[src/rtl/pdc_pkg.sv]
package pdc_pkg;
  parameter int CNT_W  = 4;
  localparam int BYTE_W = 2 * CNT_W;
  localparam int START_BIT  = CNT_W;
  localparam int BYPASS_BIT = CNT_W + 1;
  localparam int NOSYNC_BIT = CNT_W + 2;
  localparam int FORCE_BIT  = CNT_W + 3;

  typedef struct packed {
    logic [CNT_W-1:0] lo;
    logic [CNT_W-1:0] hi;
  } timing_t;

  typedef struct packed {
    logic             nosync;
    logic             bypass;
    logic             start;
    logic [CNT_W-1:0] phase;
  } ctrl_t;

  // Last counter index of the phase currently driven (length minus one).
  function automatic logic [CNT_W-1:0] last_idx(input logic level, input timing_t t);
    return level ? t.hi : t.lo;
  endfunction
endpackage

[src/rtl/pdc_cfg_regs.sv]
module pdc_cfg_regs
  import pdc_pkg::*;
(
  input  logic              clk,
  input  logic              rst,
  input  logic              we,
  input  logic              sel,
  input  logic [BYTE_W-1:0] data,
  output timing_t           tim,
  output ctrl_t             ctl,
  output logic              force_q
);
  always_ff @(posedge clk) begin
    if (rst) begin
      tim     <= '0;
      ctl     <= '0;
      force_q <= 1'b0;
    end else begin
      force_q <= we & sel & data[FORCE_BIT];
      if (we && !sel) begin
        tim.lo <= data[BYTE_W-1:CNT_W];
        tim.hi <= data[CNT_W-1:0];
      end
      if (we && sel) begin
        ctl.phase  <= data[CNT_W-1:0];
        ctl.start  <= data[START_BIT];
        ctl.bypass <= data[BYPASS_BIT];
        ctl.nosync <= data[NOSYNC_BIT];
      end
    end
  end
endmodule

[src/rtl/pdc_div_core.sv]
module pdc_div_core
  import pdc_pkg::*;
(
  input  logic             clk,
  input  logic             rst,
  input  logic             hold,
  input  timing_t          tim_pend,
  input  logic [CNT_W-1:0] ph_pend,
  input  logic             start_pend,
  output logic             q,
  output logic             toggle_ev,
  output logic             load_ev,
  output logic [CNT_W-1:0] cnt_o,
  output timing_t          act_o
);
  logic [CNT_W-1:0] cnt;
  logic [CNT_W-1:0] extra;
  timing_t          act;
  logic             at_end;

  assign at_end    = (extra == '0) && (cnt == last_idx(q, act));
  assign toggle_ev = !hold && at_end;
  assign load_ev   = hold || (toggle_ev && !q);
  assign cnt_o     = cnt;
  assign act_o     = act;

  always_ff @(posedge clk) begin
    if (rst) begin
      q     <= 1'b0;
      cnt   <= '0;
      extra <= '0;
      act   <= '0;
    end else if (hold) begin
      q     <= start_pend;
      cnt   <= '0;
      extra <= ph_pend;
      act   <= tim_pend;
    end else if (extra != '0) begin
      extra <= extra - 1'b1;
    end else if (at_end) begin
      q   <= !q;
      cnt <= '0;
      if (!q) act <= tim_pend;
    end else begin
      cnt <= cnt + 1'b1;
    end
  end
endmodule

[src/rtl/pdc_divider.sv]
module pdc_divider
  import pdc_pkg::*;
(
  input  logic              clk,
  input  logic              rst,
  input  logic              cfg_we,
  input  logic              cfg_sel,
  input  logic [BYTE_W-1:0] cfg_data,
  input  logic              sync_in,
  output logic              clk_out
);
  timing_t          tim;
  ctrl_t            ctl;
  logic             force_q;
  logic             sync_eff;
  logic             div_q;
  logic             toggle_ev;
  logic             load_ev;
  logic [CNT_W-1:0] cnt;
  timing_t          act;

  pdc_cfg_regs u_regs (
    .clk(clk), .rst(rst), .we(cfg_we), .sel(cfg_sel), .data(cfg_data),
    .tim(tim), .ctl(ctl), .force_q(force_q)
  );

  assign sync_eff = (sync_in && !ctl.nosync) || force_q || ctl.bypass;

  pdc_div_core u_core (
    .clk(clk), .rst(rst), .hold(sync_eff),
    .tim_pend(tim), .ph_pend(ctl.phase), .start_pend(ctl.start),
    .q(div_q), .toggle_ev(toggle_ev), .load_ev(load_ev),
    .cnt_o(cnt), .act_o(act)
  );

  assign clk_out = ctl.bypass ? clk : div_q;
endmodule

[config.mk]
export PLATFORM = sky130hd
export DESIGN_NAME = pdc_divider
export DESIGN_NICKNAME = d
export VERILOG_FILES = /design/src/rtl/pdc_pkg.sv /design/src/rtl/pdc_cfg_regs.sv /design/src/rtl/pdc_div_core.sv /design/src/rtl/pdc_divider.sv
export SDC_FILE = /design/constraint.sdc
export NUM_CORES = 1
export LEC_CHECK = 0
export BUFFER_PORTS_ARGS = -buffer_cell sky130_fd_sc_hd__buf_2
export CELL_PAD_IN_SITES_DETAIL_PLACEMENT = 1
export CELL_PAD_IN_SITES_GLOBAL_PLACEMENT = 2
export CORE_ASPECT_RATIO = 1.5
export CORE_UTILIZATION = 35
export DETAILED_ROUTE_END_ITERATION = 16
export PLACE_DENSITY = 0.77
export SLEW_MARGIN = 20
export SYNTH_ARGS = -nofsm -noshare
export SYNTH_HDL_FRONTEND = slang
export SYNTH_SLANG_ARGS = --single-unit
export TNS_END_PERCENT = 10
[constraint.sdc]
create_clock -name clk -period 2.05 [get_ports clk]
set_clock_uncertainty 0.05 [all_clocks]
set_input_delay 0 -clock clk [delete_from_list [all_inputs] [get_ports clk]]
set_output_delay 0 -clock clk [all_outputs]
set_load 0.05 [all_outputs]
==> reports/results.ini, run 1 <==
[outcome]
outcome = complete, no violations

[setup_path]
arrival_ns = 2.14
end_kind = flop
crit_path_start = u_core.extra[0]
path_class = flop to flop
crit_fanout = 9
r2r_start = u_core.extra[0]
cp.required_ns = 2.32
cp-start-kind = flop

[die]
die_w_um = 56.4
core-area_um2 = 4250
die_area_um2 = 4720
floorplan.initialDensity_pct = 36.6
pin_count = 14
die_y_um = 83.6
placementRows = 29

[yosys]
netlist_instances = 179
yosys-mux-area-fraction_pct = 10.1
synth_top_area_share_pct = 42.5
ys_types = 33
synth_top_family_by_area = simple AND/OR/NAND/NOR gates
syn_nets = 195
synth_fa_ha_area_share_pct = 2.42
yosysTopAreaCell = dfxtp_1
avgSynthCellArea_um2 = 8.68
syn-cell-area_um2 = 1550
yosysSeqAreaShare_pct = 42.5
synth_xor_area_share_pct = 4.51
synth_area_leaders = dfxtp_1 43%, mux2i_1 8.4%, nand2_1 7.5%, nand2b_1 6.8%, a21oi_1 6.1%
synth_compound_area_share_pct = 10.1
synth-seq-cells = 33
yosys.area_share.simple_pct = 25.7
yosys_warnings = 0

[cts]
clk_latency_ns = 0.40
clkTransAtPathRegs_ns = 0.08
cts_tree = yes
post_cts.repair.setup_buffers = 0

[detailed_routing]
drt-vias-per-instance = 4.97
drt_iter0_drc = 9
ant_nets = 0
vias = 1247
finalWirelength_um = 3530
wl_met3_um = 132
wl_per_cell_um = 14.1
wl_met2_um = 1840
m1WireLength_um = 1480
dr.pass1.iters = 3
top_layer = met4
drc = 0

[placement]
portBuffers = 13
pre_cts_ws_ns = 0.134
gp_congestion = 0.731
post-dp-hpwl_um = 2540

[sta]
slew_viol_final = 0
hold_violations = 0
min_period_ns = 1.87
fmax_ghz = 0.534
period_share_pct = 91.3
setup_violations = 0
slew_headroom_pct = 60.7
worst_pin_slew_ns = 0.590
finalSetupTns_ns = 0
setup_ws_ns = 0.179
rsz0062_at_grt = no

[layout]
n_antenna_cell = 0
areaGrowthSynthToFinish_pct = 20.8
nNetsFinal = 220
drive_gt1_share_pct = 16.1

[pwr]
peakVddDrop_v = 0.000622
power-per-cell-area_nw_per_um2 = 940
p_leak_nw = 0.713

[grt]
grt.total_usage_pct = 17.9
grt_antenna_before_repair = 0
overflow = 0
grt_first_pass_wirelength_um = 6130
grt_pass1_vias = 1363
grt_max_degree = 39

[min_path]
min_path_type = input port to flop
hold_path.startpoint = rst

[flow_run]
maxCapViolCount = 0

metrics by stage:
step	util (%)	power (W)	area, um2	hold slack [ns]	std cells
4_1_cts	44.2	0.00179	1880	0.0371	251
3_3_place_gp	38.5	0.00110	1630	0.217	229
6_report	44.2	0.00176	1880	0.0425	251
5_1_grt	44.2	0.00186	1880	0.0883	251
3_5_place_dp	38.5	0.00112	1630	0.220	229
2_1_floorplan	-	0.00105	1550	0.0860	179
worst max-delay path, cell delays in order (launching register included):
cell      delay [ns]
dfxtp_1         0.34
inv_1           0.09
ha_1            0.25
nor4bb_1        0.15
mux2_4          0.28
a31oi_1         0.18
buf_4           0.24
mux2i_1         0.21
final cells by class:
cell class	count	area [um2]
tap	46	57.6
clock buffer	9	115
fill	497	2370
sequential	33	662
inverter	4	15.0
multi-input combinational	131	820
clock inverter	3	22.5
timing repair buffer	25	185
placed cells by master (no fill, tap or decap), drive strengths merged:
cell         netlist  layout
a211o              1       1
a21boi             2       2
a21oi             19      19
a221oi             1       1
a31oi              1       1
buf                5      15
clkbuf             6       8
clkinvlp           0       3
dfxtp             33      33
dlygate4sd3        0      11
ha                 3       3
inv                4       4
mux2               2       2
mux2i             13      13
nand2             31      31
nand2b            17      17
nand3              8       8
nand4              1       1
nand4b             1       1
nor2              13      13
nor2b              2       2
nor3               2       2
nor3b              2       2
nor4b              1       1
nor4bb             1       1
o21ai              1       1
or3b               1       1
xnor2              3       3
xor2               5       5
final timing paths:
kind                           to  slack [ns]  depth (start not counted)
setup / recovery  u_core.act_o[7]        0.18                          7
hold / removal    u_core.extra[2]        0.04                          2
setup reg to reg  u_core.act_o[7]        0.18                          7
hold reg to reg     u_regs.tim[6]        0.41                          2
metal layers:
layer / vias to the layer above / GRT usage, %
li1: 645 / -
met1: 577 / 18.4
met2: 19 / 30.2
met3: 6 / 8.06
met4: 0 / 8.87
met5: - / 0
where the power goes:
group / total (W) / leakage, nW / switching (W) / internal [W]
sequential: 0.000720 / 0.269 / 0.0000385 / 0.000682
combinational: 0.000371 / 0.376 / 0.000193 / 0.000178
clock: 0.000673 / 0.0674 / 0.000304 / 0.000369
logic make-up (layout without fill, tap and decap cells):
family,Yosys count,in the layout
flops,33,33
fa+ha+maj,3,3
mux,15,15
xor+xnor,8,8
simple gates,80,80
compound gates,25,25
buf+inv,15,41
cells in the mapped netlist:
master    instances
a211o_1           1
nand2_1          31
mux2_4            1
a21oi_1          19
nand4_1           1
buf_2             2
xnor2_1           3
buf_1             1
nor3b_2           1
nor2_1           13
nor3_1            2
mux2_2            1
nor2b_2           1
mux2i_1          13
nor3b_1           1
xor2_1            5
a221oi_4          1
clkbuf_1          6
ha_1              3
a31oi_1           1
nand2b_1         17
buf_6             2
inv_1             3
nor4bb_1          1
nor4b_1           1
a21boi_1          2
nand4b_1          1
or3b_1            1
dfxtp_1          33
nor2b_1           1
inv_2             1
nand3_1           8
o21ai_1           1
registers in the layout (all words and copies together), names as in the netlist:
register	flops
u_core.act_o	8
u_regs.tim	8
u_regs.ctl	7
u_core.cnt_o	4
u_core.extra	4
u_core.q	1
u_regs.force_q	1
timing repair:
item / 4_1_cts / 5_1_grt
hold buffers: 11 / 0
resized for setup: 0 / 1
setup endpoints to repair: 0 / 4
endpoints found under the hold margin: 16 / 0
Note: power is estimated with default switching activity, not from simulation.
==> run 2: changes to the inputs <==
Settings changed: MAX_ROUTING_LAYER set to met4.
==> run 2 against run 1 <==
Net effect: worst setup slack about the same; sequential share of layout area did not move; fmax about the same; flip-flop and latch count unchanged; critical endpoint unchanged; clock power barely moved; sequential power about the same; global-route usage up 0.46 points; critical path depth unchanged; final cell count stayed put; critical path type unchanged; register-to-register slack barely moved; highest routed layer unchanged; routed wire length up 0.14%; clock-buffer cell count did not move.
==> reports/results.ini, run 2 (synthesis gave the netlist of run 1 again) <==
[pwr]
p_total_w = 0.00176
p_sw_share_pct = 30.3
power-per-cell-area_nw_per_um2 = 939
p_leak_nw = 0.713
seq_power_share_pct = 40.9
p_sw_w = 0.000534
peakVddDrop_v = 0.000622
combPwrFrac_pct = 21.0
pwr-share-clk_pct = 38.1
p_int_w = 0.00123

[grt]
met2_usage_pct = 30.3
grt.total_usage_pct = 18.3
grt_max_degree = 39
grt_first_pass_wirelength_um = 6130
overflow = 0
busiest_layer = met2
met1_usage_pct = 18.5
grt_antenna_before_repair = 0
grt_pass1_vias = 1365
use_met3_pct = 7.60

[layout]
final_cell_mix = 32 x dfxtp_1, 31 x nand2_1, 19 x a21oi_1
final_common_cell = dfxtp_1
n_antenna_cell = 0
nNetsFinal = 220
drive_gt1_share_pct = 16.1
areaGrowthSynthToFinish_pct = 20.8
multi_input_area_um2 = 820
fillers = 497
stdcell_count = 251
ff_latch_area_um2 = 662

[cts]
post_cts.repair.setup_buffers = 0
cts_tree = yes
clk_latency_ns = 0.40
clkTransAtPathRegs_ns = 0.08

[sta]
period_share_pct = 91.3
slew_viol_final = 0
min_period_ns = 1.87
slew_headroom_pct = 60.7
setup_ws_ns = 0.179
hold_violations = 0
setup_violations = 0
finalSetupTns_ns = 0
rsz0062_at_grt = no
fmax_ghz = 0.534
worst_pin_slew_ns = 0.590

[detailed_routing]
drc = 0
vias = 1255
drt_iter0_drc = 8
wl_per_cell_um = 14.1
ant_nets = 0
drt-vias-per-instance = 5.00
finalWirelength_um = 3540
dr.pass1.iters = 3

[setup_path]
path_class = flop to flop
crit_fanout = 9
slowest_delay_ns = 0.34
cp_num_buf_inv = 2
end_kind = flop
cp.required_ns = 2.32
crit_family = multiplexers
arrival_ns = 2.14
cpMaxStageDelayCell = dfxtp_1
cp-start-kind = flop
crit_chain = inv_1 -> ha_1 -> nor4bb_1 -> mux2_4 -> a31oi_1 -> buf_4 -> mux2i_1

[placement]
pre_cts_ws_ns = 0.134
post-dp-hpwl_um = 2540
portBuffers = 13
gp_congestion = 0.740
dp_cells = 229

[outcome]
outcome = complete, no violations

[die]
core-area_um2 = 4250
die_area_um2 = 4720
die_w_um = 56.4
floorplan.initialDensity_pct = 36.6
placementRows = 29
pin_count = 14
die_y_um = 83.6

[min_path]
min_path_type = input port to flop

[flow_run]
maxCapViolCount = 0

[run 2: timing repair]
item	in CTS	in global routing
hold buffers	11	0
endpoints found under the setup margin	0	4
endpoints found under the hold margin	16	0
resized for setup	0	1
[run 2: worst reg2reg max path, cell delays in order (launching register included)]
cell and delay [ns]:
dfxtp_1 0.34, inv_1 0.09, ha_1 0.25, nor4bb_1 0.15, mux2_4 0.28, a31oi_1 0.18
buf_4 0.24, mux2i_1 0.22
[run 2: path summary, 6_finish.rpt]
path                    from              end  slack (ns)  cells after the start
min                      rst  u_core.extra[2]        0.04                      2
max          u_core.extra[0]  u_core.act_o[7]        0.18                      7
min reg2reg    u_regs.tim[6]    u_regs.tim[6]        0.41                      2
max reg2reg  u_core.extra[0]  u_core.act_o[7]        0.18                      7
[run 2: final cells by class]
cell class	count	share of cell area, %
tap	46	3.07
clock buffer	9	6.13
inverter	4	0.800
multi-input combinational	131	43.7
timing repair buffer	25	9.87
sequential	33	35.3
clock inverter	3	1.20
[run 2: layer usage]
| metal | wire length (um) | part of all wire, % |
|---|---|---|
| met5 | 0 | 0 |
| met4 | 75 | 2.1 |
| met3 | 111 | 3.1 |
| met2 | 1840 | 52 |
| met1 | 1510 | 43 |
[run 2: power groups by stage]
| stage | combinational (W) | clock, W | sequential (W) |
|---|---|---|---|
| after floorplan | 0.000304 | 0.0000235 | 0.000719 |
| after global placement | 0.000344 | 0.0000265 | 0.000733 |
| after detailed placement | 0.000357 | 0.0000265 | 0.000735 |
| after CTS | 0.000374 | 0.000694 | 0.000720 |
| after global routing | 0.000409 | 0.000728 | 0.000727 |
| final | 0.000371 | 0.000671 | 0.000720 |
[run 2: through the flow]
step	cell area (um2)	hold slack, ns	utilization (%)
3_5_place_dp	1630	0.220	38.5
2_1_floorplan	1550	0.0860	-
5_1_grt	1880	0.0831	44.2
3_3_place_gp	1630	0.217	38.5
6_report	1880	0.0442	44.2
4_1_cts	1880	0.0371	44.2
